[src/rtl/dstk_pkg.sv]
package dstk_pkg;
  localparam int unsigned WORD_W_DEF = 18;
  localparam int unsigned DEPTH_DEF  = 8;

  // Per-stack command, {pop, push}
  typedef enum logic [1:0] {
    OP_IDLE = 2'b00,
    OP_PUSH = 2'b01,
    OP_POP  = 2'b10,
    OP_SWAP = 2'b11
  } stk_op_e;

  function automatic stk_op_e decode_op(input logic push, input logic pop);
    return stk_op_e'({pop, push});
  endfunction
endpackage

[src/rtl/dstk_ring.sv]
module dstk_ring #(
  parameter int unsigned W     = 18,
  parameter int unsigned DEPTH = 8
) (
  input  logic         clk,
  input  logic         rst,
  input  logic         push,
  input  logic         pop,
  input  logic [W-1:0] wdata,
  output logic [W-1:0] top_rd
);
  localparam int unsigned PW = (DEPTH > 1) ? $clog2(DEPTH) : 1;

  logic [W-1:0]  mem [DEPTH];
  logic [PW-1:0] ptr;
  logic [PW-1:0] rd_addr;

  // ptr names the next free slot; it wraps silently on a power-of-two depth
  always_ff @(posedge clk) begin
    if (rst)       ptr <= '0;
    else if (push) ptr <= ptr + PW'(1);
    else if (pop)  ptr <= ptr - PW'(1);
  end

  // Storage without reset, single write port
  always_ff @(posedge clk) begin
    if (push) mem[ptr] <= wdata;
  end

  assign rd_addr = ptr - PW'(1);
  assign top_rd  = mem[rd_addr];


  ring_excl_cmd_chk: assert property (@(posedge clk) disable iff (rst)
    !(push && pop));


  ring_write_visible_chk: assert property (@(posedge clk) disable iff (rst)
    push |=> (top_rd == $past(wdata)));


  ring_idle_chk: assert property (@(posedge clk) disable iff (rst)
    (!push && !pop) |=> $stable(top_rd));
endmodule

[src/rtl/dstk_data.sv]
module dstk_data
  import dstk_pkg::*;
#(
  parameter int unsigned W     = WORD_W_DEF,
  parameter int unsigned DEPTH = DEPTH_DEF
) (
  input  logic         clk,
  input  logic         rst,
  input  logic         push,
  input  logic         pop,
  input  logic [W-1:0] wdata,
  output logic [W-1:0] t_q,
  output logic [W-1:0] s_q,
  output logic [W-1:0] pop_val
);
  stk_op_e      op;
  logic         ring_push;
  logic         ring_pop;
  logic [W-1:0] ring_top;

  assign op        = decode_op(push, pop);
  assign ring_push = (op == OP_PUSH);
  assign ring_pop  = (op == OP_POP);

  dstk_ring #(.W(W), .DEPTH(DEPTH)) u_ring (
    .clk   (clk),
    .rst   (rst),
    .push  (ring_push),
    .pop   (ring_pop),
    .wdata (s_q),
    .top_rd(ring_top)
  );

  always_ff @(posedge clk) begin
    if (rst) begin
      t_q <= '0;
      s_q <= '0;
    end else begin
      unique case (op)
        OP_PUSH: begin
          t_q <= wdata;
          s_q <= t_q;
        end
        OP_POP: begin
          t_q <= s_q;
          s_q <= ring_top;
        end
        OP_SWAP: t_q <= wdata;
        default: ;
      endcase
    end
  end

  assign pop_val = t_q;


  data_reset_chk: assert property (@(posedge clk)
    rst |=> (t_q == '0 && s_q == '0));


  data_push_chk: assert property (@(posedge clk) disable iff (rst)
    (push && !pop) |=> (t_q == $past(wdata) && s_q == $past(t_q)));


  data_pop_chk: assert property (@(posedge clk) disable iff (rst)
    (pop && !push) |=> (t_q == $past(s_q) && s_q == $past(ring_top)));


  data_swap_chk: assert property (@(posedge clk) disable iff (rst)
    (pop && push) |=> (t_q == $past(wdata) && $stable(s_q)));


  data_idle_chk: assert property (@(posedge clk) disable iff (rst)
    (!pop && !push) |=> ($stable(t_q) && $stable(s_q)));
endmodule

[src/rtl/dstk_ret.sv]
module dstk_ret
  import dstk_pkg::*;
#(
  parameter int unsigned W     = WORD_W_DEF,
  parameter int unsigned DEPTH = DEPTH_DEF
) (
  input  logic         clk,
  input  logic         rst,
  input  logic         push,
  input  logic         pop,
  input  logic [W-1:0] wdata,
  output logic [W-1:0] r_q,
  output logic [W-1:0] pop_val
);
  stk_op_e      op;
  logic         ring_push;
  logic         ring_pop;
  logic [W-1:0] ring_top;

  assign op        = decode_op(push, pop);
  assign ring_push = (op == OP_PUSH);
  assign ring_pop  = (op == OP_POP);

  dstk_ring #(.W(W), .DEPTH(DEPTH)) u_ring (
    .clk   (clk),
    .rst   (rst),
    .push  (ring_push),
    .pop   (ring_pop),
    .wdata (r_q),
    .top_rd(ring_top)
  );

  always_ff @(posedge clk) begin
    if (rst) begin
      r_q <= '0;
    end else begin
      unique case (op)
        OP_PUSH: r_q <= wdata;
        OP_POP:  r_q <= ring_top;
        OP_SWAP: r_q <= wdata;
        default: ;
      endcase
    end
  end

  assign pop_val = r_q;


  ret_reset_chk: assert property (@(posedge clk)
    rst |=> (r_q == '0));


  ret_push_chk: assert property (@(posedge clk) disable iff (rst)
    push |=> (r_q == $past(wdata)));


  ret_pop_chk: assert property (@(posedge clk) disable iff (rst)
    (pop && !push) |=> (r_q == $past(ring_top)));


  ret_idle_chk: assert property (@(posedge clk) disable iff (rst)
    (!pop && !push) |=> $stable(r_q));
endmodule

[src/rtl/dual_stack_cache.sv]
module dual_stack_cache
  import dstk_pkg::*;
#(
  parameter int unsigned WORD_W = WORD_W_DEF,
  parameter int unsigned DEPTH  = DEPTH_DEF
) (
  input  logic              clk,
  input  logic              rst,
  input  logic              dpush,
  input  logic              dpop,
  input  logic [WORD_W-1:0] dwdata,
  input  logic              rpush,
  input  logic              rpop,
  input  logic [WORD_W-1:0] rwdata,
  output logic [WORD_W-1:0] top_t,
  output logic [WORD_W-1:0] top_s,
  output logic [WORD_W-1:0] top_r,
  output logic [WORD_W-1:0] dpop_val,
  output logic [WORD_W-1:0] rpop_val
);
  dstk_data #(.W(WORD_W), .DEPTH(DEPTH)) u_data (
    .clk    (clk),
    .rst    (rst),
    .push   (dpush),
    .pop    (dpop),
    .wdata  (dwdata),
    .t_q    (top_t),
    .s_q    (top_s),
    .pop_val(dpop_val)
  );

  dstk_ret #(.W(WORD_W), .DEPTH(DEPTH)) u_ret (
    .clk    (clk),
    .rst    (rst),
    .push   (rpush),
    .pop    (rpop),
    .wdata  (rwdata),
    .r_q    (top_r),
    .pop_val(rpop_val)
  );


  always_comb begin
    if (!rst) begin
      pop_visible_chk: assert (dpop_val == top_t && rpop_val == top_r);
    end
  end


  stacks_indep_chk: assert property (@(posedge clk) disable iff (rst)
    (!dpush && !dpop && (rpush || rpop)) |=> ($stable(top_t) && $stable(top_s)));
endmodule

[config.mk]
export PLATFORM = sky130hd
export DESIGN_NAME = dual_stack_cache
export DESIGN_NICKNAME = d
export VERILOG_FILES = /design/src/rtl/dstk_pkg.sv /design/src/rtl/dstk_ring.sv /design/src/rtl/dstk_data.sv /design/src/rtl/dstk_ret.sv /design/src/rtl/dual_stack_cache.sv
export SDC_FILE = /design/constraint.sdc
export NUM_CORES = 1
export LEC_CHECK = 0
export ABC_AREA = 1
export ABC_CLOCK_PERIOD_IN_PS = 4150
export BUFFER_PORTS_ARGS = -buffer_cell sky130_fd_sc_hd__buf_2
export CORE_ASPECT_RATIO = 0.75
export CORE_MARGIN = 3
export CORE_UTILIZATION = 46
export DETAILED_ROUTE_END_ITERATION = 10
export GPL_TIMING_DRIVEN = 1
export PLACE_DENSITY = 0.74
export SETUP_SLACK_MARGIN = 0.4
export SLEW_MARGIN = 20
export SYNTH_ARGS = -nofsm -noshare
export SYNTH_HDL_FRONTEND = slang
export SYNTH_SLANG_ARGS = --single-unit
[constraint.sdc]
create_clock -name clk -period 4.15 [get_ports clk]
set_clock_uncertainty 0.2 [all_clocks]
set_input_delay 0.6225 -clock clk [delete_from_list [all_inputs] [get_ports clk]]
set_output_delay 0.6225 -clock clk [all_outputs]
set_load 0.02 [all_outputs]
==> run summary, run 1 <==
================================================================================
Slowest stage cell on the critical path ........................... sky130_fd_sc_hd__nor2_2
Effective utilization at floorplan ................................        0.475
Synthesis-to-finish area growth ...................................        12.1%
Critical setup path kind .......................................... flip-flop to flip-flop
Maximum number of pins on one net before global-route repair ......           77
Setup crit start kind .............................................    flip-flop
Cell row count ....................................................           57
Total track usage .................................................        0.209
Data arrival, critical path .......................................      2880 ps
Main area contributors after synthesis ............................ sky130_fd_sc_hd__edfxtp_1, sky130_fd_sc_hd__nand2_1, sky130_fd_sc_hd__dfxtp_1
Post-Syn Instances ................................................        1,581
Setup repair after global routing missed its margin ...............        false
Resized cells post-CTS ............................................            0
Vias per cell .....................................................         5.21
Die Span X ........................................................  219 microns
Number of max-capacitance violations reported .....................            0
Synthesized area divided by synthesized cell count ................   9.90 sq um
Wire length on met1 ...............................................      17.2 mm
Result of the run ................................................. complete, no violations
Routed via count ..................................................       11,100
Setup Viol. Count Final ...........................................            0
Clock latency reported for the late side of the worst-skew pair ...       530 ps
DR iter-0 viols ...................................................        1,061
Post-CTS setup buffers ............................................            0
Y dimension of the die ............................................  166 microns
Maximum clock insertion buffer count ..............................            3
Cell Chain, Critical Path ......................................... buf_4, nand2_1, nor2_2
Share of the yosys chip area belonging to registers ...............        0.629
Quantity of I/O buffers inserted on ports .........................          131
Peak supply drop ..................................................     0.340 mV
Net total in the final layout .....................................        1,712
Share of post-route cells with drive strength above 1 .............        0.166
Synthesized net count .............................................        1,636
Fraction of registers with async set or reset after synthesis .....            0
Crit. End Element .................................................    flip-flop
FF+latch count, synth .............................................          348
Routability congestion estimate from global placement .............        0.855
Non-filler instance count after layout ............................        2,126
Sum of negative setup slack .......................................         0 ps
Period minus WS final .............................................      2960 ps
Number of antenna violations at the first check in global routing .            1
Data required time at the worst endpoint ..........................      4080 ps
Hold buffers post-CTS .............................................            0
GR Overflow Total .................................................            0
Area of the core .................................................. 32,900 sq um
Delay-heaviest family, CP ......................................... simple AND/OR/NAND/NOR gates
Area leader, netlist .............................................. sky130_fd_sc_hd__edfxtp_1
Library cell used as clock root buffer ............................ sky130_fd_sc_hd__clkbuf_16
Worst-margin pin slew .............................................      1180 ps
First-pass iteration count of the detailed router .................            7
Ports .............................................................          132
Clock tree from TritonCTS .........................................         done
Highest routed metal layer ........................................         met4
DP Wirelength .....................................................      23.6 mm
Placed insts ......................................................        2,061
Areal power density over the cells ................................  497 nW/um^2
Largest incremental delay on the critical path ....................       950 ps
Highest clock frequency the design can meet .......................      338 MHz
Final Hold Viols ..................................................            0
Via count of the first global-routing pass ........................       10,700
Ys Warns ..........................................................            0
Clock-pin slew on the worst setup and hold paths ..................        60 ps
Number of H-tree levels ...........................................            2
Count of distinct cell types in the synthesized netlist ...........           27
Routed wire length per instance ................................... 17.9 microns
Worst relative slew slack .........................................        0.215
Number of enable flip-flop cells after synthesis ..................          288
First-pass GRT wire length ........................................      59.5 mm
Area fraction of the dominant cell type after synthesis ...........        0.552
Tot Pwr ...........................................................      8720 uW
Min-Delay Path Class .............................................. input pin to flip-flop
Most used standard cells in the synthesized netlist ............... sky130_fd_sc_hd__nand2_1, sky130_fd_sc_hd__edfxtp_1, sky130_fd_sc_hd__inv_1, sky130_fd_sc_hd__nand3_1, sky130_fd_sc_hd__a21oi_1
Period Utilization, post-route ....................................        0.713
Routed Antenna Nets ...............................................            0
Util after Layout .................................................        0.533
Total Wirelength ..................................................      38.1 mm
Leak Pwr ..........................................................   0.00768 uW
Wire length on met2 ...............................................      16.8 mm
Primary FF master, synth .......................................... sky130_fd_sc_hd__edfxtp_1
DRC Markers .......................................................            0
Leading cell type by number of instances after synthesis .......... sky130_fd_sc_hd__nand2_1
Total standard cell area after synthesis .......................... 15,700 sq um
Fin. max-slew vios ................................................            0
Routed length on met3 .............................................      2.94 mm
Critical path buffers and inverters ...............................            1
Number of clock sinks seen by CTS .................................          348
Die ar. ........................................................... 36,300 sq um
Crit Path Max Fanout ..............................................           76
Inserted Clock Buffers ............................................           36
================================================================================
==> metrics by stage <==
stage          worst slack, ps  hold WS, ps  area (sq um)
6_report                  1190          186         17600
2_1_floorplan             1470          317         15700
4_1_cts                   1200          169         17500
5_1_grt                   1020          193         17600
3_3_place_gp              1290          350         16400
3_5_place_dp              1220          351         16400
==> routing by layer <==
layer,vias up,GRT usage
met4,0,0.0735
li1,5254,-
met2,456,0.312
met5,-,0
met3,82,0.0320
met1,5279,0.310
==> cell type report <==
| type | count | area (sq um) |
|---|---|---|
| fillers | 2907 | 15400 |
| flip-flops and latches | 348 | 9850 |
| multi-input cells | 846 | 4170 |
| clock buffers | 55 | 1040 |
| inverters | 273 | 1020 |
| repair buffers | 152 | 821 |
| well taps | 442 | 553 |
| clock inverters | 9 | 86.3 |
| diodes | 1 | 2.50 |
==> cells by family after synthesis <==
| family | share of synthesized area |
|---|---|
| AO/OA/AOI/OAI | 0.0612 |
| XOR/XNOR | 0.00687 |
| adder cells (fa/ha/maj) | 0.0104 |
| buffers and inverters | 0.109 |
| flip-flops | 0.629 |
| AND/OR/NAND/NOR | 0.184 |
==> state kept, by name, indices dropped and copies added, names as in the netlist <==
signal	count
u_data.pop_val	18
u_data.u_ring.ptr	3
u_ret.pop_val	18
u_data.u_ring.mem	144
u_data.s_q	18
u_ret.u_ring.ptr	3
u_ret.u_ring.mem	144
==> worst register-to-register path, stage by stage (launching register included) <==
cell                      delay [ps]
sky130_fd_sc_hd__dfxtp_2         330
sky130_fd_sc_hd__buf_4           670
sky130_fd_sc_hd__nand2_1         420
sky130_fd_sc_hd__nor2_2          950
==> cell usage in the layout, fill, tap and decap left out, types with 2 or more instances in the layout <==
| master | Yosys | routed |
|---|---|---|
| sky130_fd_sc_hd__a211oi_1 | 2 | 2 |
| sky130_fd_sc_hd__a21oi_1 | 75 | 75 |
| sky130_fd_sc_hd__a21oi_2 | 20 | 20 |
| sky130_fd_sc_hd__buf_2 | 42 | 131 |
| sky130_fd_sc_hd__buf_4 | 39 | 20 |
| sky130_fd_sc_hd__clkbuf_1 | 25 | 12 |
| sky130_fd_sc_hd__clkbuf_16 | 0 | 36 |
| sky130_fd_sc_hd__clkbuf_8 | 0 | 7 |
| sky130_fd_sc_hd__clkinv_1 | 2 | 4 |
| sky130_fd_sc_hd__clkinvlp_4 | 0 | 2 |
| sky130_fd_sc_hd__dfxtp_1 | 60 | 58 |
| sky130_fd_sc_hd__dfxtp_2 | 0 | 2 |
| sky130_fd_sc_hd__edfxtp_1 | 288 | 288 |
| sky130_fd_sc_hd__ha_1 | 13 | 13 |
| sky130_fd_sc_hd__inv_1 | 269 | 267 |
| sky130_fd_sc_hd__inv_2 | 2 | 5 |
| sky130_fd_sc_hd__nand2_1 | 416 | 416 |
| sky130_fd_sc_hd__nand3_1 | 189 | 189 |
| sky130_fd_sc_hd__nand3_2 | 30 | 30 |
| sky130_fd_sc_hd__nor2_2 | 2 | 14 |
| sky130_fd_sc_hd__nor2_4 | 0 | 4 |
| sky130_fd_sc_hd__o21ai_0 | 74 | 74 |
| sky130_fd_sc_hd__o21ai_1 | 3 | 3 |
| sky130_fd_sc_hd__xnor2_4 | 2 | 2 |
==> power by group <==
part / total (uW) / switching (uW) / internal [uW]
sequential: 4190 / 200 / 3990
combinational: 1430 / 1000 / 430
clock: 3090 / 1290 / 1800
==> worst paths after layout <==
check	from	endpoint	slack (ps)	depth (start not counted)
max	u_data.u_ring.ptr[0]	u_data.u_ring.mem[5][6]	1190	3
min	rwdata[6]	u_ret.pop_val[6]	190	3
max reg2reg	u_data.u_ring.ptr[0]	u_data.u_ring.mem[5][6]	1190	3
min reg2reg	u_ret.u_ring.ptr[1]	u_ret.u_ring.ptr[1]	370	2
(Power assumes the default switching activity.)
==> run 2, diff against run 1 <==
--- a/config.mk
+++ b/config.mk
@@ -5,15 +5,15 @@
 export SDC_FILE = /design/constraint.sdc
 export NUM_CORES = 1
 export LEC_CHECK = 0
-export ABC_AREA = 1
-export ABC_CLOCK_PERIOD_IN_PS = 4150
+export ABC_AREA = 0
+export ABC_CLOCK_PERIOD_IN_PS = 2500
 export BUFFER_PORTS_ARGS = -buffer_cell sky130_fd_sc_hd__buf_2
 export CORE_ASPECT_RATIO = 0.75
 export CORE_MARGIN = 3
 export CORE_UTILIZATION = 46
 export DETAILED_ROUTE_END_ITERATION = 10
 export GPL_TIMING_DRIVEN = 1
-export PLACE_DENSITY = 0.74
+export PLACE_DENSITY = 0.77
 export SETUP_SLACK_MARGIN = 0.4
 export SLEW_MARGIN = 20
 export SYNTH_ARGS = -nofsm -noshare
==> constraint.sdc (replaced) <==
create_clock -name clk -period 2.5 [get_ports clk]
set_clock_uncertainty 0.2 [all_clocks]
set_input_delay 0.375 -clock clk [delete_from_list [all_inputs] [get_ports clk]]
set_output_delay 0.375 -clock clk [all_outputs]
set_load 0.02 [all_outputs]
==> run 2 against run 1 <==
Synthesized cell count down 47%. Critical endpoint is now u_data.s_q[15]. Clock power increased by 71%. Worst setup slack worse by 720 ps. Final area fell by 4.7%. Core utilization is 3.4 points higher.
==> run summary, run 2 <==
================================================================================
DP Wirelength .....................................................      20.1 mm   -15%
Share of post-route cells with drive strength above 1 .............        0.362   +0.195
Ys Warns ..........................................................            0   unchanged
Area of the core .................................................. 29,500 sq um   -10%
Fraction of registers with async set or reset after synthesis .....            0   unchanged
Cell Chain, Critical Path ......................................... inv_1, ha_4, buf_8, mux4_2, o311ai_1, o21ai_1
Data required time at the worst endpoint ..........................      2700 ps   -1380 ps
Highest clock frequency the design can meet .......................      494 MHz   +46%
Regs by FF count .................................................. u_data.u_ring.mem x144, u_ret.u_ring.mem x144
Routed Antenna Nets ...............................................            0   unchanged
Area fraction of the dominant cell type after synthesis ...........        0.618   +0.0656
Crit. End Element .................................................    flip-flop
Areal power density over the cells ................................  862 nW/um^2   +74%
Clock latency reported for the late side of the worst-skew pair ...       510 ps   -20 ps
Min-Delay Path Class .............................................. input pin to flip-flop
Cell row count ....................................................           54   -5.3%
Main area contributors after synthesis ............................ sky130_fd_sc_hd__edfxtp_1, sky130_fd_sc_hd__mux4_2, sky130_fd_sc_hd__dfxtp_1
Peak supply drop ..................................................     0.473 mV   +39%
Result of the run ................................................. complete, no violations
Synthesized area divided by synthesized cell count ................   16.6 sq um   +68%
Effective utilization at floorplan ................................        0.474   -0.00118
Y dimension of the die ............................................  157 microns   -5.3%
Post-Syn Instances ................................................          843   -47%
Count of filler cells inserted in the layout ......................        2,197   -24%
Number of antenna violations at the first check in global routing .            0   -1
Maximum number of pins on one net before global-route repair ......           38   -51%
Sum of negative setup slack .......................................         0 ps   unchanged
Die ar. ........................................................... 32,600 sq um   -10%
Ports .............................................................          132   unchanged
Data arrival, critical path .......................................      2220 ps   -660 ps
Library cell used as clock root buffer ............................ sky130_fd_sc_hd__clkbuf_16
Vias per cell .....................................................         5.74   +10%
Slowest stage cell on the critical path ........................... sky130_fd_sc_hd__dfxtp_1
GR Overflow Total .................................................            0   unchanged
Synthesis-to-finish area growth ...................................        19.5%
Routed wire length per instance ................................... 23.0 microns   +28%
Leak Pwr ..........................................................   0.00584 uW   -24%
Placed insts ......................................................        1,339   -35%
DRC Markers .......................................................            0   unchanged
Non-filler instance count after layout ............................        1,427   -33%
Die Span X ........................................................  207 microns   -5.3%
Clock-pin slew on the worst setup and hold paths ..................        60 ps   about the same
Total Wirelength ..................................................      32.8 mm   -14%
Number of max-capacitance violations reported .....................            0   unchanged
Clock tree from TritonCTS .........................................         done
Number of H-tree levels ...........................................            2   unchanged
Quantity of I/O buffers inserted on ports .........................          131   unchanged
Total track usage .................................................        0.197   -0.0116
Number of enable flip-flop cells after synthesis ..................          288   unchanged
Setup crit start kind .............................................    flip-flop
Setup Viol. Count Final ...........................................            0   unchanged
FF+latch count, synth .............................................          348   unchanged
Critical setup path kind .......................................... flip-flop to flip-flop
DR iter-0 viols ...................................................          869   -18%
Inserted Clock Buffers ............................................           35   -2.8%
Number of clock sinks seen by CTS .................................          348   unchanged
Most used standard cells in the synthesized netlist ............... sky130_fd_sc_hd__edfxtp_1, sky130_fd_sc_hd__mux4_2, sky130_fd_sc_hd__nand2_1, sky130_fd_sc_hd__dfxtp_1, sky130_fd_sc_hd__nor3_1
Setup repair after global routing missed its margin ...............         true
Share of the yosys chip area belonging to registers ...............        0.704   +0.0747
Commonest non-fill, non-tap cell in the layout .................... sky130_fd_sc_hd__edfxtp_1
Part of the total power dissipated in sequential elements .........        0.482   about the same
Internal ..........................................................    10,700 uW   +72%
Switching pwr .....................................................      3740 uW   +50%
Net total in the final layout .....................................        1,063   -38%
Synthesized net count .............................................          898   -45%
Maximum clock insertion buffer count ..............................            3   unchanged
Leading cell type by number of instances after synthesis .......... sky130_fd_sc_hd__edfxtp_1
Tot Pwr ...........................................................    14,400 uW   +65%
First-pass iteration count of the detailed router .................            5   -2
Worst relative slew slack .........................................        0.367   +0.152
Routability congestion estimate from global placement .............        0.835   -2.3%
First-pass GRT wire length ........................................      49.8 mm   -16%
Primary FF master, synth .......................................... sky130_fd_sc_hd__edfxtp_1
Fin. max-slew vios ................................................            0   unchanged
Via count of the first global-routing pass ........................        8,427   -21%
Critical path buffers and inverters ...............................            2   +1
Commonest non-fill, non-tap cells in the layout ................... sky130_fd_sc_hd__edfxtp_1, sky130_fd_sc_hd__buf_2, sky130_fd_sc_hd__mux4_2
Switching Share ...................................................        0.259   -0.0272
Period minus WS final .............................................      2020 ps   -934 ps
Delay-heaviest family, CP .........................................   flip-flops
Largest incremental delay on the critical path ....................       390 ps   -560 ps
Period Utilization, post-route ....................................        0.810   +0.0969
Total standard cell area after synthesis .......................... 14,000 sq um   -11%
Share of power burned in combinational logic ......................        0.151   -0.014
Crit Path Max Fanout ..............................................           12   -84%
Clock share of power ..............................................        0.367   +0.012
Count of distinct cell types in the synthesized netlist ...........           35   +30%
Routed via count ..................................................        8,192   -26%
Final Hold Viols ..................................................            0   unchanged
Worst-margin pin slew .............................................       944 ps   -233 ps
Area leader, netlist .............................................. sky130_fd_sc_hd__edfxtp_1
================================================================================
[run 2: changes by cell type after synthesis, moves of 33 or more]
cell	change
sky130_fd_sc_hd__a21oi_1	-71
sky130_fd_sc_hd__inv_1	-259
sky130_fd_sc_hd__mux4_2	+71
sky130_fd_sc_hd__nand2_1	-354
sky130_fd_sc_hd__nand3_1	-189
sky130_fd_sc_hd__nor3_1	+58
sky130_fd_sc_hd__o21ai_0	-33
[run 2: path summary, 6_finish.rpt]
check	cells past startpoint	endpoint	startpoint	slack, ps
max	6	u_data.s_q[15]	u_data.u_ring.ptr[1]	480
min	3	u_ret.pop_val[10]	rwdata[10]	40
max reg2reg	6	u_data.s_q[15]	u_data.u_ring.ptr[1]	480
min reg2reg	2	u_data.pop_val[14]	u_data.s_q[14]	290
[run 2: cell type report]
class / instances / area, sq um / area share
antenna: 1 / 2.50 / 0.000150
clock buffer: 47 / 951 / 0.0569
clock inverter: 16 / 204 / 0.0122
inverter: 12 / 47.5 / 0.00284
multi-input combinational: 398 / 3730 / 0.223
sequential: 348 / 9850 / 0.589
tap: 392 / 490 / 0.0293
timing repair buffer: 213 / 1440 / 0.0859
[run 2: worst register-to-register path, stage by stage, from the launching register on]
cell and delay (ps):
sky130_fd_sc_hd__dfxtp_1 390, sky130_fd_sc_hd__inv_1 110, sky130_fd_sc_hd__ha_4 350, sky130_fd_sc_hd__buf_8 200, sky130_fd_sc_hd__mux4_2 340, sky130_fd_sc_hd__o311ai_1 260
sky130_fd_sc_hd__o21ai_1 90
[run 2: kinds of logic (layout without fill, tap and decap cells)]
kind of cell    after synthesis  count (layout)  share of synthesized area
xor+xnor                      6               6                    0.00671
simple gates                189             189                     0.0617
mux                          76              76                      0.119
other cells                   0               1                          0
flops                       348             348                      0.704
buf+inv                      97             288                     0.0433
compound gates              114             114                     0.0540
fa+ha+maj                    13              13                     0.0116
[run 2: timing repair]
item	4_1_cts	5_1_grt
endpoints found under the setup margin	21	88
gates cloned	0	1
gates resized for setup	5	10
hold buffers	18	0
buffers inserted	3	2
hold endpoints to repair	18	0
pin swaps	1	1
[run 2: through the flow]
stage	util	setup WS (ps)	cell area, sq um	hold slack, ps
6_report	0.566	475	16700	37.5
5_1_grt	0.566	379	16700	16.0
4_1_cts	0.563	403	16600	13.1
3_5_place_dp	0.515	183	15200	271
3_3_place_gp	0.515	242	15200	270
2_1_floorplan	-	309	14100	309
[run 2: power by group through the flow]
stage	registers [uW]	logic (uW)	clock network, uW
floorplan	7050	1370	0
global placement	7030	1940	0
detailed placement	7050	1970	0
CTS	6930	2080	5380
global route	6980	2310	5650
finish	6940	2180	5290
[run 2: routing by layer]
layer	share of wire	track usage	vias to the layer above
li1	-	-	3608
met1	0.44	0.290	4180
met2	0.46	0.301	353
met3	0.077	0.0416	51
met4	0.021	0.0598	0
met5	0	0	-
